**src/rtl/div_exc_pkg.sv**
```systemverilog
package div_exc_pkg;

    typedef enum logic {
        KIND_UNSIGNED = 1'b0,
        KIND_SIGNED   = 1'b1
    } div_kind_e;

    typedef enum logic [1:0] {
        CAUSE_NONE = 2'd0,
        CAUSE_ZERO = 2'd1,
        CAUSE_OVF  = 2'd2
    } div_cause_e;

    typedef enum logic [2:0] {
        ST_IDLE  = 3'd0,
        ST_VEC   = 3'd1,
        ST_SR    = 3'd2,
        ST_PC    = 3'd3,
        ST_JUMP  = 3'd4
    } seq_state_e;

    typedef struct packed {
        logic req;
        logic we;
    } mem_ctl_t;

    localparam int WORD_BYTES = 4;

    function automatic mem_ctl_t ctl_for(seq_state_e st);
        mem_ctl_t c;
        c.req = (st == ST_VEC) || (st == ST_SR) || (st == ST_PC);
        c.we  = (st == ST_SR) || (st == ST_PC);
        return c;
    endfunction

endpackage

```
**src/rtl/div_exc_detect.sv**
```systemverilog
module div_exc_detect
    import div_exc_pkg::*;
#(
    parameter int DW = 32
) (
    input  div_kind_e          kind,
    input  logic [DW-1:0]      dividend,
    input  logic [DW-1:0]      divisor,
    output div_cause_e         cause
);
    localparam logic [DW-1:0] MOST_NEG = {1'b1, {(DW-1){1'b0}}};
    localparam logic [DW-1:0] MINUS_ONE = {DW{1'b1}};

    logic zero_div;
    logic ovf_div;

    always_comb begin
        zero_div = (divisor == '0);
        ovf_div  = (kind == KIND_SIGNED) && (dividend == MOST_NEG) && (divisor == MINUS_ONE);
        if (zero_div)
            cause = CAUSE_ZERO;
        else if (ovf_div)
            cause = CAUSE_OVF;
        else
            cause = CAUSE_NONE;
    end
endmodule

```
**src/rtl/div_exc_frame.sv**
```systemverilog
module div_exc_frame
    import div_exc_pkg::*;
#(
    parameter int DW      = 32,
    parameter int VEC_NUM = 9
) (
    input  logic          clk,
    input  logic          rst,
    input  logic          capture,
    input  logic          hcap,
    input  logic [DW-1:0] sr_in,
    input  logic [DW-1:0] pc_in,
    input  logic [DW-1:0] sp_in,
    input  logic [DW-1:0] base_in,
    input  logic [DW-1:0] rdata,
    output logic [DW-1:0] vec_addr,
    output logic [DW-1:0] sr_slot,
    output logic [DW-1:0] pc_slot,
    output logic [DW-1:0] sr_q,
    output logic [DW-1:0] pc_q,
    output logic [DW-1:0] handler_q
);
    localparam logic [DW-1:0] STEP    = DW'(WORD_BYTES);
    localparam logic [DW-1:0] VEC_OFS = DW'(VEC_NUM * WORD_BYTES);

    logic [DW-1:0] sp_q;
    logic [DW-1:0] base_q;

    always_ff @(posedge clk) begin
        if (rst) begin
            sr_q      <= '0;
            pc_q      <= '0;
            sp_q      <= '0;
            base_q    <= '0;
            handler_q <= '0;
        end else begin
            if (capture) begin
                sr_q   <= sr_in;
                pc_q   <= pc_in;
                sp_q   <= sp_in;
                base_q <= base_in;
            end
            if (hcap)
                handler_q <= rdata;
        end
    end

    always_comb begin
        vec_addr = base_q + VEC_OFS;
        sr_slot  = sp_q - STEP;
        pc_slot  = sr_slot - STEP;
    end
endmodule

```
**src/rtl/div_exc_ctrl.sv**
```systemverilog
module div_exc_ctrl
    import div_exc_pkg::*;
(
    input  logic       clk,
    input  logic       rst,
    input  logic       issue_valid,
    input  div_cause_e cause,
    input  logic       mem_ready,
    output seq_state_e state,
    output logic       capture,
    output logic       hcap,
    output logic       pc_load,
    output logic       busy
);
    seq_state_e nxt;

    always_comb begin
        capture = (state == ST_IDLE) && issue_valid && (cause != CAUSE_NONE);
        hcap    = (state == ST_VEC) && mem_ready;
        pc_load = (state == ST_JUMP);
        busy    = (state != ST_IDLE);
        nxt     = state;
        unique case (state)
            ST_IDLE: if (capture)   nxt = ST_VEC;
            ST_VEC:  if (mem_ready) nxt = ST_SR;
            ST_SR:   if (mem_ready) nxt = ST_PC;
            ST_PC:   if (mem_ready) nxt = ST_JUMP;
            ST_JUMP:                nxt = ST_IDLE;
            default:                nxt = ST_IDLE;
        endcase
    end

    always_ff @(posedge clk) begin
        if (rst)
            state <= ST_IDLE;
        else
            state <= nxt;
    end
endmodule

```
**src/rtl/div_exc_seq.sv**
```systemverilog
module div_exc_seq
    import div_exc_pkg::*;
#(
    parameter int DW      = 32,
    parameter int VEC_NUM = 9
) (
    input  logic          clk,
    input  logic          rst,
    input  logic          issue_valid,
    input  logic          issue_signed,
    input  logic [DW-1:0] dividend,
    input  logic [DW-1:0] divisor,
    input  logic [DW-1:0] insn_addr,
    input  logic [DW-1:0] sr_in,
    input  logic [DW-1:0] sp_in,
    input  logic [DW-1:0] vec_base,
    output logic          mem_req,
    output logic          mem_we,
    output logic [DW-1:0] mem_addr,
    output logic [DW-1:0] mem_wdata,
    input  logic [DW-1:0] mem_rdata,
    input  logic          mem_ready,
    output logic          pc_load,
    output logic [DW-1:0] pc_value,
    output logic          sp_we,
    output logic [DW-1:0] sp_out,
    output logic          busy
);
    div_cause_e    cause;
    seq_state_e    state;
    logic          capture;
    logic          hcap;
    logic          strobe;
    logic [DW-1:0] vec_addr;
    logic [DW-1:0] sr_slot;
    logic [DW-1:0] pc_slot;
    logic [DW-1:0] sr_q;
    logic [DW-1:0] pc_q;
    logic [DW-1:0] handler_q;
    mem_ctl_t      ctl;

    div_exc_detect #(.DW(DW)) u_detect (
        .kind     (div_kind_e'(issue_signed)),
        .dividend (dividend),
        .divisor  (divisor),
        .cause    (cause)
    );

    div_exc_ctrl u_ctrl (
        .clk         (clk),
        .rst         (rst),
        .issue_valid (issue_valid),
        .cause       (cause),
        .mem_ready   (mem_ready),
        .state       (state),
        .capture     (capture),
        .hcap        (hcap),
        .pc_load     (strobe),
        .busy        (busy)
    );

    div_exc_frame #(.DW(DW), .VEC_NUM(VEC_NUM)) u_frame (
        .clk       (clk),
        .rst       (rst),
        .capture   (capture),
        .hcap      (hcap),
        .sr_in     (sr_in),
        .pc_in     (insn_addr),
        .sp_in     (sp_in),
        .base_in   (vec_base),
        .rdata     (mem_rdata),
        .vec_addr  (vec_addr),
        .sr_slot   (sr_slot),
        .pc_slot   (pc_slot),
        .sr_q      (sr_q),
        .pc_q      (pc_q),
        .handler_q (handler_q)
    );

    always_comb begin
        ctl       = ctl_for(state);
        mem_req   = ctl.req;
        mem_we    = ctl.we;
        mem_addr  = '0;
        mem_wdata = '0;
        unique case (state)
            ST_VEC: mem_addr = vec_addr;
            ST_SR: begin
                mem_addr  = sr_slot;
                mem_wdata = sr_q;
            end
            ST_PC: begin
                mem_addr  = pc_slot;
                mem_wdata = pc_q;
            end
            default: ;
        endcase
        pc_load  = strobe;
        pc_value = handler_q;
        sp_we    = strobe;
        sp_out   = pc_slot;
    end
endmodule

```
**config.mk**
```make
export PLATFORM = sky130hd
export DESIGN_NAME = div_exc_seq
export DESIGN_NICKNAME = d
export VERILOG_FILES = /design/src/rtl/div_exc_pkg.sv /design/src/rtl/div_exc_detect.sv /design/src/rtl/div_exc_frame.sv /design/src/rtl/div_exc_ctrl.sv /design/src/rtl/div_exc_seq.sv
export SDC_FILE = /design/constraint.sdc
export NUM_CORES = 1
export LEC_CHECK = 0
export BUFFER_PORTS_ARGS = -buffer_cell sky130_fd_sc_hd__buf_2
export CAP_MARGIN = 20
export CORE_MARGIN = 10
export CORE_UTILIZATION = 45
export CTS_BUF_LIST = sky130_fd_sc_hd__clkbuf_4 sky130_fd_sc_hd__clkbuf_8
export DETAILED_ROUTE_END_ITERATION = 6
export PLACE_DENSITY_LB_ADDON = 0.2
export RECOVER_POWER = 100
export SKIP_LAST_GASP = 1
export SYNTH_ARGS = -nofsm -noshare
export SYNTH_HDL_FRONTEND = slang
export SYNTH_SLANG_ARGS = --single-unit
```
**constraint.sdc**
```tcl
create_clock -name clk -period 3.95 [get_ports clk]
set_input_delay 0.5925 -clock clk [delete_from_list [all_inputs] [get_ports clk]]
set_output_delay 0.5925 -clock clk [all_outputs]
set_load 0.05 [all_outputs]
```
==> tab_implementation.tex <==
\begin{tabular}{lr}
\hline
Metric & Value \\
\hline
\multicolumn{2}{l}{\textbf{Clock tree}} \\
\quad Clock latency reported for the late side of the worst-skew pair & 470 ps \\
\quad Number of buffers created by CTS & 17 \\
\quad Cts-stage hold buffer count & 0 \\
\quad CTS HTree Levels & 4 \\
\quad Clock sinks & 163 \\
\quad TritonCTS clock tree & built \\
\quad Number of buffers between clock root and the deepest sink & 2 \\
\quad Clk pin slew, worst setup/hold paths & around 100 ps \\
\quad Root Driver & sky130\_fd\_sc\_hd\_\_clkbuf\_8 \\
\multicolumn{2}{l}{\textbf{GRT}} \\
\quad Antenna violations before repair & 5 \\
\quad Global-route usage over all layers & 0.2458 \\
\quad Global route overflow & 0 \\
\quad Pin count of the biggest net entering global routing & 100 \\
\quad Number of global-route vias before repair & 9794 \\
\quad Global-route wire length before repair & 52850 um \\
\multicolumn{2}{l}{\textbf{Critical path}} \\
\quad Endpoint required time on the critical path & 3360 ps \\
\quad Cell family contributing the most delay on the critical path & simple AND/OR/NAND/NOR gates \\
\quad Crit-path max FO & 5 \\
\quad Slowest library cell on the worst path & sky130\_fd\_sc\_hd\_\_or3b\_4 \\
\quad Series of cell instances along the critical path & inv\_4 > ha\_1 > a21boi\_2 > buf\_4 > xnor2\_1 > nand4b\_1 > nor4\_4 > or3b\_4 > buf\_4 > nor4\_4 > xor2\_1 > o22ai\_2 > buf\_6 \\
\quad WP data arrival & 3450 ps \\
\quad Worst flop-to-flop path startpoint & u\_ctrl.state[1]\$\_SDFFE\_PP0P\_ \\
\quad Worst Setup SP & u\_frame.sp\_q[3]\$\_SDFFE\_PP0P\_ \\
\quad Biggest cell delay along the critical path & just under 500 ps \\
\quad Count of buffer and inverter cells on the critical path & 4 \\
\quad Logic depth of the worst path, buffers included & 13 \\
\quad CP Launch Type & register \\
\quad Class of the most critical setup path & register to primary output \\
\quad R2R cell count & 7 \\
\quad Crit. End Element & primary output \\
\multicolumn{2}{l}{\textbf{Worst hold path}} \\
\quad Startpoint of the worst hold path & insn\_addr[9] \\
\quad Cells on Worst Hold Path & 3 \\
\quad Hold Path Class & input pin to register \\
\multicolumn{2}{l}{\textbf{Detailed routing}} \\
\quad Via total after detailed routing & 10280 \\
\quad Post-route DRC violation count & 0 \\
\quad Drt initial violations & 822 \\
\quad DR WL/cell & between 15 and 20 um \\
\quad Count of TritonRoute iterations in the first routing pass & 5 \\
\quad Number of routed nets with antenna violations & 0 \\
\quad Vias per inst & 5.390 \\
\quad Final wirelength & about 35000 um \\
\multicolumn{2}{l}{\textbf{Synth}} \\
\quad Most common flop cell mapped by yosys & sky130\_fd\_sc\_hd\_\_dfxtp\_1 \\
\quad Area of the mapped netlist & 9114 um\^{}2 \\
\quad Number of flops mapped to enable cells by yosys & 0 \\
\quad Fraction of registers with async set or reset after synthesis & 0 \\
\quad Cells after synthesis & 1258 \\
\quad Most frequently used cell type in the post-synthesis netlist & sky130\_fd\_sc\_hd\_\_nand2\_1 \\
\quad Post-synth top area share & 0.3580 \\
\quad Number of warnings issued by yosys & 0 \\
\quad Most frequent cells after synthesis & 361 x sky130\_fd\_sc\_hd\_\_nand2\_1, 174 x sky130\_fd\_sc\_hd\_\_a21oi\_1, 163 x sky130\_fd\_sc\_hd\_\_dfxtp\_1 \\
\quad Synthesized Nets & 1492 \\
\quad Synth area leaders & sky130\_fd\_sc\_hd\_\_dfxtp\_1 36\%, sky130\_fd\_sc\_hd\_\_nand2\_1 15\%, sky130\_fd\_sc\_hd\_\_a21oi\_1 9.6\% \\
\quad Sequential-to-total area share from yosys stat & 0.3580 \\
\quad Biggest area consumer among synthesized cells & sky130\_fd\_sc\_hd\_\_dfxtp\_1 \\
\quad Count of state elements after synthesis & about 160 \\
\quad Avg Inst Size Synth & approximately 7.2 um\^{}2 \\
\quad Unique masters post-synth & 66 \\
\multicolumn{2}{l}{\textbf{Floorplan}} \\
\quad I/O pin total & 362 \\
\quad Vert. Die Dim & about 160 um \\
\quad Starting Density & 0.4622 \\
\quad Number of cell rows & 51 \\
\quad Total core area & 19720 um\^{}2 \\
\quad Area of the die & 26340 um\^{}2 \\
\quad Width of the chip & 162.3 um \\
\multicolumn{2}{l}{\textbf{Layout}} \\
\quad Number of filler instances in the final layout & $\sim$1800 \\
\quad Net count reported at finish & 1862 \\
\quad Post-route core utilization & 0.6519 \\
\quad Post-synthesis to final-layout area growth & 41.04\% \\
\quad Final standard cell count with taps included and fillers excluded & between 1500 and 2000 \\
\quad Fraction of layout instances using a drive strength above 1 & 0.3376 \\
\multicolumn{2}{l}{\textbf{Pwr}} \\
\quad Worst IR Drop VDD & 242.7 uV \\
\quad Switching power as a share of total power & 0.2448 \\
\quad Logic gate share of total power & 0.048 \\
\quad Seq pwr share & 0.516 \\
\quad Cell area power density & 247.5 nW/um\^{}2 \\
\quad Pint & roughly 2.4 mW \\
\quad Cell leakage power & between 5 and 6 nW \\
\quad Post-layout power & 3.181 mW \\
\quad Switching component of the power & 778.8 uW \\
\quad Part of the power in the clock network & 0.436 \\
\multicolumn{2}{l}{\textbf{Timing}} \\
\quad Final critical-path share of the clock period & 1.024 \\
\quad Number of setup violations in the final report & 10 \\
\quad Setup repair after global routing missed its margin & yes \\
\quad PnR worst setup slack & -94.51 ps \\
\quad Final worst path period need & 4045 ps \\
\quad Max\_slew headroom & 0.08640 \\
\quad Maximum clock skew at final layout & 13.81 ps \\
\quad Final hold viol count & 0 \\
\quad Highest clock rate & 0.2472 GHz \\
\quad Pins over their slew limit & 0 \\
\quad Transition time at the pin with the least slew margin & around 1400 ps \\
\multicolumn{2}{l}{\textbf{Place}} \\
\quad Dpl cells & 1841 \\
\quad Final RePlAce weighted congestion & 0.9709 \\
\quad HPWL Detailed & 25600 um \\
\quad Port Buffer Count & 361 \\
\multicolumn{2}{l}{\textbf{Run status}} \\
\quad Failing checks & setup timing \\
\quad Run status & finished with violations \\
\multicolumn{2}{l}{\textbf{Job}} \\
\quad Max-capacitance violation count & 0 \\
\hline
\end{tabular}
metal layers:
metal	up-vias	share of wire	global-route usage	wire length, um
li1	5006	-	-	-
met1	4741	0.40	0.2928	13920
met2	462	0.49	0.4148	17110
met3	67	0.093	0.07659	3278
met4	8	0.022	0.07361	790
met5	-	0.0016	0	57
power groups by stage:
stage	Combinational, mW	Sequential (mW)	Clock [mW]
after floorplan	0.0287	1.68	0
after global placement	0.152	1.68	0
after detailed placement	0.153	1.68	0
after CTS	0.154	1.64	1.41
after global routing	0.169	1.64	1.48
final	0.154	1.64	1.39
state kept, by name, indices dropped and copies added, names as in the netlist:
register and flops:
u_ctrl.state 3, u_frame.base_q 32, u_frame.handler_q 32, u_frame.pc_q 32
u_frame.sp_q 32, u_frame.sr_q 32
layout make-up:
type | count | area (um^2) | share of cell area
Clock buffer | 19 | 255.2 | 0.01986
Clock inverter | 13 | 188.9 | 0.01470
Sequential cell | 163 | 3276 | 0.2548
Tap cell | 265 | 331.6 | 0.02580
Antenna cell | 2 | 5.005 | 0.0003894
Multi-Input combinational cell | 986 | 6090 | 0.4738
Timing Repair Buffer | 447 | 2656 | 0.2067
Inverter | 13 | 51.30 | 0.003991
repair_timing:
item,4_1_cts,5_1_grt
buffers inserted,17,17
endpoints found under the setup margin,25,26
gates resized for setup,83,68
pin swaps,18,25
placed cells by master (no fill, tap or decap), drive strengths merged, types with 17 or more instances in the layout:
cell,Yosys,routed
nor2,80,80
xnor2,57,57
clkbuf,77,66
inv,13,20
nor4,30,30
nand4,25,25
o21ai,18,18
a21oi,174,174
buf,19,400
nand3,29,29
nor3,26,26
dfxtp,163,163
xor2,40,40
o22ai,17,17
nand2,361,361
mux2i,32,32
worst paths after layout:
path                                   endpoint  slack (ps)
hold / removal     u_frame.pc_q[9]$_SDFFE_PP0P_         340
setup reg to reg  u_frame.sr_q[11]$_SDFFE_PP0P_         270
setup / recovery                   mem_addr[30]         -90
hold reg to reg   u_frame.pc_q[29]$_SDFFE_PP0P_         460
logic make-up after synthesis:
family          share of synthesized area
simple gates                       0.3079
compound gates                     0.1474
flops                              0.3580
buf+inv                           0.04929
xor+xnor                          0.09528
mux                               0.03515
fa+ha+maj                        0.006864
worst reg2reg max path: stages (launching register included):
cell and delay, ps:
sky130_fd_sc_hd__dfxtp_1 480, sky130_fd_sc_hd__clkbuf_1 880, sky130_fd_sc_hd__inv_1 390, sky130_fd_sc_hd__nand3_1 390, sky130_fd_sc_hd__or2_2 860, sky130_fd_sc_hd__buf_12 370, sky130_fd_sc_hd__nand2_1 120, sky130_fd_sc_hd__a21oi_1 140
per-stage QoR:
step / area [um^2] / setup TNS [ps] / hold slack, ps / setup slack [ps]
2_1_floorplan: 9326 / -135.6 / 435.7 / -135.6
3_3_place_gp: 11560 / 0 / 438.7 / 135.6
3_5_place_dp: 11560 / 0 / 443.2 / 52.92
4_1_cts: 12470 / -430.2 / 329.0 / -88.44
5_1_grt: 12850 / -3616 / 328.6 / -280.4
6_report: 12850 / -565.7 / 344.8 / -94.51
No activity file was read; power rests on OpenSTA's default activity.
